`config.mk`:
```
export PLATFORM = sky130hd
export DESIGN_NAME = i2c_regport
export DESIGN_NICKNAME = d
export VERILOG_FILES = /design/src/rtl/i2c_regport_pkg.sv /design/src/rtl/i2c_deglitch.sv /design/src/rtl/i2c_cond_det.sv /design/src/rtl/i2c_time_snap.sv /design/src/rtl/i2c_regport.sv
export SDC_FILE = /design/constraint.sdc
export NUM_CORES = 1
export LEC_CHECK = 0
export ABC_AREA = 1
export BUFFER_PORTS_ARGS = -buffer_cell sky130_fd_sc_hd__buf_2
export CORE_UTILIZATION = 57
export DETAILED_ROUTE_END_ITERATION = 7
export PLACE_DENSITY = 0.79
export SYNTH_ARGS = -nofsm -noshare
export SYNTH_HDL_FRONTEND = slang
export SYNTH_SLANG_ARGS = --single-unit
```
`constraint.sdc`:
```
create_clock -name clk -period 2.35 [get_ports clk]
set_clock_uncertainty 0.15 [all_clocks]
set_input_delay 0.3525 -clock clk [delete_from_list [all_inputs] [get_ports clk]]
set_output_delay 0.3525 -clock clk [all_outputs]
set_load 0.02 [all_outputs]
```
`src/rtl/i2c_regport_pkg.sv`:
```
package i2c_regport_pkg;
  typedef enum logic [3:0] {
    ST_IDLE,
    ST_DEV,
    ST_REG,
    ST_WR,
    ST_ACK_DEV,
    ST_ACK_REG,
    ST_ACK_WR,
    ST_TX,
    ST_TX_ACK,
    ST_SKIP
  } tgt_state_e;
endpackage

```
`src/rtl/i2c_deglitch.sv`:
```
module i2c_deglitch #(
  parameter int FILT_CYC = 6
) (
  input  logic clk,
  input  logic rst,
  input  logic din,
  output logic dout
);
  localparam int CW = $clog2(FILT_CYC + 1);

  logic [1:0]    sync_q;
  logic [CW-1:0] cnt_q;

  always_ff @(posedge clk) begin
    if (rst) begin
      sync_q <= 2'b11;
      dout   <= 1'b1;
      cnt_q  <= '0;
    end else begin
      sync_q <= {sync_q[0], din};
      if (sync_q[1] != dout) begin
        if (cnt_q == CW'(FILT_CYC - 1)) begin
          dout  <= sync_q[1];
          cnt_q <= '0;
        end else begin
          cnt_q <= cnt_q + CW'(1);
        end
      end else begin
        cnt_q <= '0;
      end
    end
  end

  // the filtered level only ever moves to the synchronized input level
  a_r9_filter_follows: assert property (@(posedge clk) disable iff (rst)
    !$stable(dout) |-> (dout == $past(sync_q[1])));
endmodule

```
`src/rtl/i2c_cond_det.sv`:
```
module i2c_cond_det (
  input  logic clk,
  input  logic rst,
  input  logic scl,
  input  logic sda,
  output logic scl_rise,
  output logic scl_fall,
  output logic start_evt,
  output logic stop_evt
);
  logic scl_q, sda_q;

  always_ff @(posedge clk) begin
    if (rst) begin
      scl_q <= 1'b1;
      sda_q <= 1'b1;
    end else begin
      scl_q <= scl;
      sda_q <= sda;
    end
  end

  assign scl_rise  = scl & ~scl_q;
  assign scl_fall  = ~scl & scl_q;
  assign start_evt = scl & scl_q & sda_q & ~sda;
  assign stop_evt  = scl & scl_q & ~sda_q & sda;
endmodule

```
`src/rtl/i2c_time_snap.sv`:
```
module i2c_time_snap #(
  parameter int NUM_TIME = 7,
  parameter int ADDR_W   = 5
) (
  input  logic                  clk,
  input  logic                  rst,
  input  logic                  cap,
  input  logic [NUM_TIME*8-1:0] time_i,
  input  logic [ADDR_W-1:0]     sel,
  output logic                  hit,
  output logic [7:0]            dout
);
  logic [7:0] snap_q [NUM_TIME];

  for (genvar k = 0; k < NUM_TIME; k++) begin : g_byte
    always_ff @(posedge clk) begin
      if (rst)      snap_q[k] <= '0;
      else if (cap) snap_q[k] <= time_i[8*k +: 8];
    end
  end

  always_comb begin
    hit  = 1'b0;
    dout = '0;
    for (int k = 0; k < NUM_TIME; k++) begin
      if (sel == ADDR_W'(k)) begin
        hit  = 1'b1;
        dout = snap_q[k];
      end
    end
  end
endmodule

```
`src/rtl/i2c_regport.sv`:
```
module i2c_regport
  import i2c_regport_pkg::*;
#(
  parameter logic [6:0] DEV_ID   = 7'b1101111,
  parameter int         ADDR_W   = 5,
  parameter int         NUM_TIME = 7,
  parameter int         FILT_CYC = 6
) (
  input  logic                  clk,
  input  logic                  rst,
  input  logic                  scl_i,
  input  logic                  sda_i,
  output logic                  sda_oe_o,
  output logic [ADDR_W-1:0]     reg_addr_o,
  output logic                  reg_wr_o,
  output logic [7:0]            reg_wdata_o,
  output logic                  reg_rd_o,
  input  logic [7:0]            reg_rdata_i,
  input  logic [NUM_TIME*8-1:0] time_i,
  output logic                  wr_done_o,
  output logic                  rd_done_o
);
  localparam int NLINE = 2;

  logic [NLINE-1:0] raw_w, filt_w;
  logic scl_f, sda_f;
  logic scl_rise, scl_fall, start_e, stop_e;

  assign raw_w = {sda_i, scl_i};

  for (genvar gi = 0; gi < NLINE; gi++) begin : g_filt
    i2c_deglitch #(.FILT_CYC(FILT_CYC)) u_filt (
      .clk (clk),
      .rst (rst),
      .din (raw_w[gi]),
      .dout(filt_w[gi])
    );
  end

  assign scl_f = filt_w[0];
  assign sda_f = filt_w[1];

  i2c_cond_det u_cond (
    .clk      (clk),
    .rst      (rst),
    .scl      (scl_f),
    .sda      (sda_f),
    .scl_rise (scl_rise),
    .scl_fall (scl_fall),
    .start_evt(start_e),
    .stop_evt (stop_e)
  );

  logic       snap_cap, snap_hit;
  logic [7:0] snap_byte;

  i2c_time_snap #(.NUM_TIME(NUM_TIME), .ADDR_W(ADDR_W)) u_snap (
    .clk   (clk),
    .rst   (rst),
    .cap   (snap_cap),
    .time_i(time_i),
    .sel   (reg_addr_o),
    .hit   (snap_hit),
    .dout  (snap_byte)
  );

  tgt_state_e        state;
  logic [7:0]        rx_sh, tx_sh, tx_next;
  logic [3:0]        bitc;
  logic [ADDR_W-1:0] ptr;
  logic              rw_q, m_ack, wrote, readb, rd_cap;

  always_ff @(posedge clk) begin
    if (rst) begin
      state       <= ST_IDLE;
      rx_sh       <= '0;
      tx_sh       <= '0;
      tx_next     <= '0;
      bitc        <= '0;
      ptr         <= '0;
      rw_q        <= 1'b0;
      m_ack       <= 1'b0;
      wrote       <= 1'b0;
      readb       <= 1'b0;
      rd_cap      <= 1'b0;
      snap_cap    <= 1'b0;
      sda_oe_o    <= 1'b0;
      reg_addr_o  <= '0;
      reg_wr_o    <= 1'b0;
      reg_wdata_o <= '0;
      reg_rd_o    <= 1'b0;
      wr_done_o   <= 1'b0;
      rd_done_o   <= 1'b0;
    end else begin
      reg_wr_o  <= 1'b0;
      reg_rd_o  <= 1'b0;
      snap_cap  <= 1'b0;
      wr_done_o <= 1'b0;
      rd_done_o <= 1'b0;
      rd_cap    <= reg_rd_o;
      if (rd_cap) tx_next <= snap_hit ? snap_byte : reg_rdata_i;

      if (stop_e) begin
        state     <= ST_IDLE;
        sda_oe_o  <= 1'b0;
        wr_done_o <= wrote;
        rd_done_o <= readb;
        wrote     <= 1'b0;
        readb     <= 1'b0;
      end else if (start_e) begin
        state    <= ST_DEV;
        bitc     <= '0;
        sda_oe_o <= 1'b0;
      end else begin
        unique case (state)
          ST_DEV, ST_REG, ST_WR: begin
            if (scl_rise) begin
              rx_sh <= {rx_sh[6:0], sda_f};
              bitc  <= bitc + 4'd1;
            end else if (scl_fall && bitc == 4'd8) begin
              bitc <= '0;
              if (state == ST_DEV) begin
                if (rx_sh[7:1] == DEV_ID) begin
                  sda_oe_o <= 1'b1;
                  rw_q     <= rx_sh[0];
                  state    <= ST_ACK_DEV;
                  if (rx_sh[0]) begin
                    snap_cap   <= 1'b1;
                    reg_rd_o   <= 1'b1;
                    reg_addr_o <= ptr;
                  end
                end else begin
                  state <= ST_SKIP;
                end
              end else if (state == ST_REG) begin
                ptr      <= rx_sh[ADDR_W-1:0];
                sda_oe_o <= 1'b1;
                state    <= ST_ACK_REG;
              end else begin
                reg_wr_o    <= 1'b1;
                reg_addr_o  <= ptr;
                reg_wdata_o <= rx_sh;
                ptr         <= ptr + ADDR_W'(1);
                wrote       <= 1'b1;
                sda_oe_o    <= 1'b1;
                state       <= ST_ACK_WR;
              end
            end
          end
          ST_ACK_DEV, ST_ACK_REG, ST_ACK_WR: begin
            if (scl_fall) begin
              bitc     <= '0;
              sda_oe_o <= 1'b0;
              if (state == ST_ACK_DEV && rw_q) begin
                state    <= ST_TX;
                tx_sh    <= tx_next;
                sda_oe_o <= ~tx_next[7];
              end else if (state == ST_ACK_DEV) begin
                state <= ST_REG;
              end else begin
                state <= ST_WR;
              end
            end
          end
          ST_TX: begin
            if (scl_fall) begin
              if (bitc == 4'd7) begin
                bitc       <= '0;
                sda_oe_o   <= 1'b0;
                state      <= ST_TX_ACK;
                ptr        <= ptr + ADDR_W'(1);
                readb      <= 1'b1;
                reg_rd_o   <= 1'b1;
                reg_addr_o <= ptr + ADDR_W'(1);
              end else begin
                tx_sh    <= {tx_sh[6:0], tx_sh[7]};
                sda_oe_o <= ~tx_sh[6];
                bitc     <= bitc + 4'd1;
              end
            end
          end
          ST_TX_ACK: begin
            if (scl_rise) begin
              m_ack <= ~sda_f;
            end else if (scl_fall) begin
              if (m_ack) begin
                state    <= ST_TX;
                tx_sh    <= tx_next;
                sda_oe_o <= ~tx_next[7];
                bitc     <= '0;
              end else begin
                state <= ST_SKIP;
              end
            end
          end
          default: ;
        endcase
      end
    end
  end

  // drive changes happen only while the filtered SCL is low
  a_r12_drive_scl_low: assert property (@(posedge clk) disable iff (rst)
    (!$stable(sda_oe_o) && !$past(start_e) && !$past(stop_e)) |-> !scl_f);

  // completion pulses appear only right after a detected STOP
  a_r10_done_after_stop: assert property (@(posedge clk) disable iff (rst)
    (wr_done_o || rd_done_o) |-> $past(stop_e));

  // a byte slot never issues both a write and a read strobe
  a_r3_strobe_exclusive: assert property (@(posedge clk) disable iff (rst)
    !(reg_wr_o && reg_rd_o));

  // an ignored transaction stays silent on the bus and the back end
  a_r2_skip_silent: assert property (@(posedge clk) disable iff (rst)
    (state == ST_SKIP) |-> (!sda_oe_o && !reg_wr_o));

  // every write strobe is followed by a pointer one above its address
  a_r4_ptr_step: assert property (@(posedge clk) disable iff (rst)
    reg_wr_o |-> (ptr == reg_addr_o + ADDR_W'(1)));
endmodule

```
==> reports/results.env <==
AVGSYNTHCELLAREA_SQ_UM=7.70
GRT_SETUP_UNREPAIRED='false'
CELL_VARIETY_AFTER_SYNTH=35
TRITONCTS='done'
CLOCKBUFFERDEPTH=2
PLEAK_nW=3.69
FIRST_GLOBAL_VIAS=5910
ROUTE.DETAILED.DRC=0
IO_BUFFER_COUNT=85
CRITICAL_PATH_CLASS='flop to flop'
REPORT.FINAL.SLEW_VIOL_COUNT=0
COMPOUND_GATE_PORTION_OF_THE_SYNTHESIZED_AREA_PCT=7.66
SYNTH_TOP_CELLS_BY_AREA='sky130_fd_sc_hd__edfxtp_1, sky130_fd_sc_hd__dfxtp_1, sky130_fd_sc_hd__nor2_1'
RUN_STATUS='complete, but fails checks'
DPL-INSTANCE-AREA_SQ_UM=6800
SYNTHMUXAREASHARE_PCT=0
PATH_CELLS='inv_1, nor2_1, inv_1, nor2_1, nand2_1, nand3_1, nor2_1, nand3b_1, nand2_1, a21oi_1'
INSTANCES_NO_FILL=1097
FINAL_SETUP_VIOLS=0
HOLD_PATH_CLASS='primary input to flop'
LAYOUT.NETS=1023
SYNTH_TOP_FAMILY_BY_AREA='simple AND/OR/NAND/NOR gates'
FIRST_PASS_ITERATION_COUNT_OF_THE_DETAILED_ROUTER=6
SYNTH-XOR-AREA-SHARE_PCT=1.27
MAXCLOCKFREQUENCY_MHz=470
POSTCTSSETUPBUFFERS=0
SYNTH_SIMPLE_GATE_AREA_SHARE_PCT=28.7
CRITPATHMOSTFREQUENTCELL='sky130_fd_sc_hd__nor2_1'
FLOORPLAN.INITIALDENSITY_PCT=59.4
FINAL_AREA_SQ_UM=7970
SEQPWRFRAC_PCT=32.8
HOLD_VIOL=1
CRIT_PATH_START_KIND='flop'
CTS.SINK_COUNT=131
YOSYS_WARNINGS=0
SLEW-LIMIT-HEADROOM_PCT=55.5
CORE_REGION_AREA_SQ_UM=10500
DRT.ANTENNA.VIOLATING_NETS=0
GLOBALROUTETOTALUTIL_PCT=32.5
GRT_ANTENNA_BEFORE_REPAIR=0
CRITPATHSLOWESTCELL='sky130_fd_sc_hd__dfxtp_1'
GRT_REMAINING_OVERFLOW=0
DIE_AREA_SQ_UM=11300
AVGVIACOUNTPERCELL=5.40
GP_ROUTABILITY_CONGESTION=0.860
TIMING.CRITICAL_PATH.MAX_DELAY_FAMILY='simple AND/OR/NAND/NOR gates'
POWER.SHARE.SWITCHING_PCT=37.4
ROUTED_WIRE_LENGTH_PER_INSTANCE_MICRONS=15.8
POSTSYNTHNETCOUNT=882
NETLIST_INSTANCES=807
P_SWITCHING_mW=3.22
WORST_SETUP_HOLD_PATH_CLK_SLEW_NS=0.06
TIMING.CRITICAL_PATH.SLOWEST_CELL_DELAY_NS=0.48
PERIOD_SHARE_PCT=90.6
FINAL.FILL_COUNT=695
IO_PINS=86
DPL.HPWL_MM=10.1
SYNTH_SEQUENTIAL_AREA_RATIO_PCT=51.2
MOST_COMMON_CELL_AFTER_LAYOUT_FILL_AND_TAPS_ASIDE='sky130_fd_sc_hd__nor2_1'
POST_SYNTH_FA_HA_MAJ_AREA_FRACTION_PCT=1.41
DP.CELLS=1015
STD_CELL_ROWS=37
POWER_DENSITY_nW_PER_UM2=1080
CTS.HTREE.LEVELS=4
REQUIRED_NS=2.65
VIOLATIONS_IN_THE_FINAL_REPORTS='negative hold slack'
MAX_VDD_DROP_uV=517
LAYOUT_COMMON_CELLS='sky130_fd_sc_hd__nor2_1, sky130_fd_sc_hd__nand2_1, sky130_fd_sc_hd__inv_1'
ROUTED_WL_MM=17.3
SHARE_OF_CELLS_ABOVE_DRIVE_STRENGTH_1_PCT=17.1
CLOCK_LATENCY_NS=0.53
PATH_MAX_FANOUT=7
DIE_WIDTH_MICRONS=106
DIE_HEIGHT_MICRONS=106
GRT_START_MAX_NET_PINS=57
SYNTH.CELL_AREA_SQ_UM=6210
SYNTH_AREA_LEADER_CELL='sky130_fd_sc_hd__edfxtp_1'
POWER.INTERNAL_mW=5.39
CRITICAL_PATH_ARRIVAL_NS=2.43
WORSTPATHBUFFERINVERTERCOUNT=2
CTS_INSERTED_BUFFERS=17
CTS.ROOT.BUFFER_CELL='sky130_fd_sc_hd__clkbuf_8'
WORST_PIN_SLEW_NS=0.665
FINALHOLDWORSTSLACK_NS=-0.0132
CRITICAL_PATH.ENDPOINT_TYPE='flop'
PWR-SHARE-CLK_PCT=33.1
COMB_POWER_SHARE_PCT=34.1
YOSYSTOPAREACELLSHARE_PCT=27.1
YS_SEQ_ELEMENTS=131
FINAL_PERIOD_MINUS_WORST_SETUP_SLACK_NS=2.13
GRT_FIRST_PASS_WIRELENGTH_MM=28.3
MAX-CAP-VIOLATIONS=0
DRT-INITIAL-DRC-COUNT=465
AREA_DELTA_SYNTH_FINAL_PCT=28.2
VIA_COUNT=5923
N_ANTENNA_CELL=0
## state kept, by name, summed over array words and instances (netlist names), 2 cells and up
| signal | flops |
|---|---|
| rx_sh | 8 |
| tx_next | 8 |
| ptr | 5 |
| reg_wdata_o | 8 |
| tx_sh | 8 |
| state | 4 |
| g_filt.u_filt.dout | 2 |
| reg_addr_o | 5 |
| bitc | 4 |
| u_snap.snap_q | 56 |
| g_filt.u_filt.cnt_q | 6 |
| g_filt.u_filt.sync_q | 4 |
## stage by stage
stage / setup WS, ns / setup TNS (ns) / hold WS (ns) / utilization (%) / total power, mW
floorplan: 0.412 / 0 / 0.239 / - / 4.90
detailed placement: -0.0276 / -0.0435 / 0.245 / 65.0 / 5.56
CTS: 0.186 / 0 / 0.00547 / 76.0 / 8.48
global placement: 0.133 / 0 / 0.241 / 65.0 / 5.48
finish: 0.221 / 0 / -0.0132 / 76.1 / 8.61
global route: 0.0210 / 0 / 0.00855 / 76.1 / 9.14
## final cells by class
cell class,instances,area [sq um],area share [%]
Sequential cell,131,3180,40.0
Multi-Input combinational cell,517,2440,30.6
Timing Repair Buffer,142,1000,12.6
Clock buffer,24,544,6.83
Inverter,139,522,6.55
Tap cell,136,170,2.14
Clock inverter,8,105,1.32
## Yosys cell counts, drive strengths merged
cell type and instances:
or3 1, dfxtp 75, nor2 164, edfxtp 56
xor2 6, o21bai 1, inv 139, nand3 57
xnor2 3, o31ai 1, nand4 14, o21ai 45
or2 5, nor3 10, clkbuf 14, buf 6
ha 7, a21oi 42, nand2 154, o22ai 1
nand3b 4, o211ai 2
## what timing repair did
action,CTS,global route
pin swaps,0,1
gates cloned,0,0
gates resized for setup,1,2
endpoints found under the setup margin,3,12
endpoints found under the hold margin,50,0
hold buffers,50,0
## per-layer routing
metal | up-vias | part of all wire [%] | global-route usage [%]
li1 | 2836 | - | -
met1 | 2722 | 39 | 36.9
met2 | 301 | 50 | 57.5
met3 | 64 | 6.4 | 6.13
met4 | 0 | 4.4 | 17.8
met5 | - | 0 | 0
## tightest hold or removal path: cells and delay by family
family | cells | cell delay (ns)
buffers and inverters | 2 | 0.10
AND/OR/NAND/NOR | 1 | 0.09
## worst paths after layout
path	start	end	slack, ns	cells after the start
worst max register to register	reg_addr_o[1]$_SDFFE_PP0P_	tx_next[3]$_SDFFE_PP0P_	0.22	10
worst max-delay path	reg_addr_o[1]$_SDFFE_PP0P_	tx_next[3]$_SDFFE_PP0P_	0.22	10
worst min register to register	g_filt[1].u_filt.sync_q[0]$_SDFF_PP1_	g_filt[1].u_filt.sync_q[1]$_SDFF_PP1_	0.26	1
worst min-delay path	time_i[35]	u_snap.snap_q[4][3]$_SDFFCE_PN0P_	-0.01	3
## power by group through the flow
stage          logic, mW  clock network [mW]  registers (mW)
5_1_grt             3.32                2.96            2.86
6_report            2.93                2.85            2.82
2_1_floorplan       2.05                   0            2.85
3_3_place_gp        2.64                   0            2.84
3_5_place_dp        2.71                   0            2.85
4_1_cts             2.82                2.85            2.81
## cells by family (layout without fill, tap and decap cells)
group / Yosys count / count (layout)
and+or+nand+nor: 409 / 409
xor gates and xnor gates: 9 / 9
AOI/OAI and AO/OA: 92 / 92
buffers and inverters: 159 / 313
DFF: 131 / 131
adders and majority gates: 7 / 7
(Power assumes the default switching activity.)
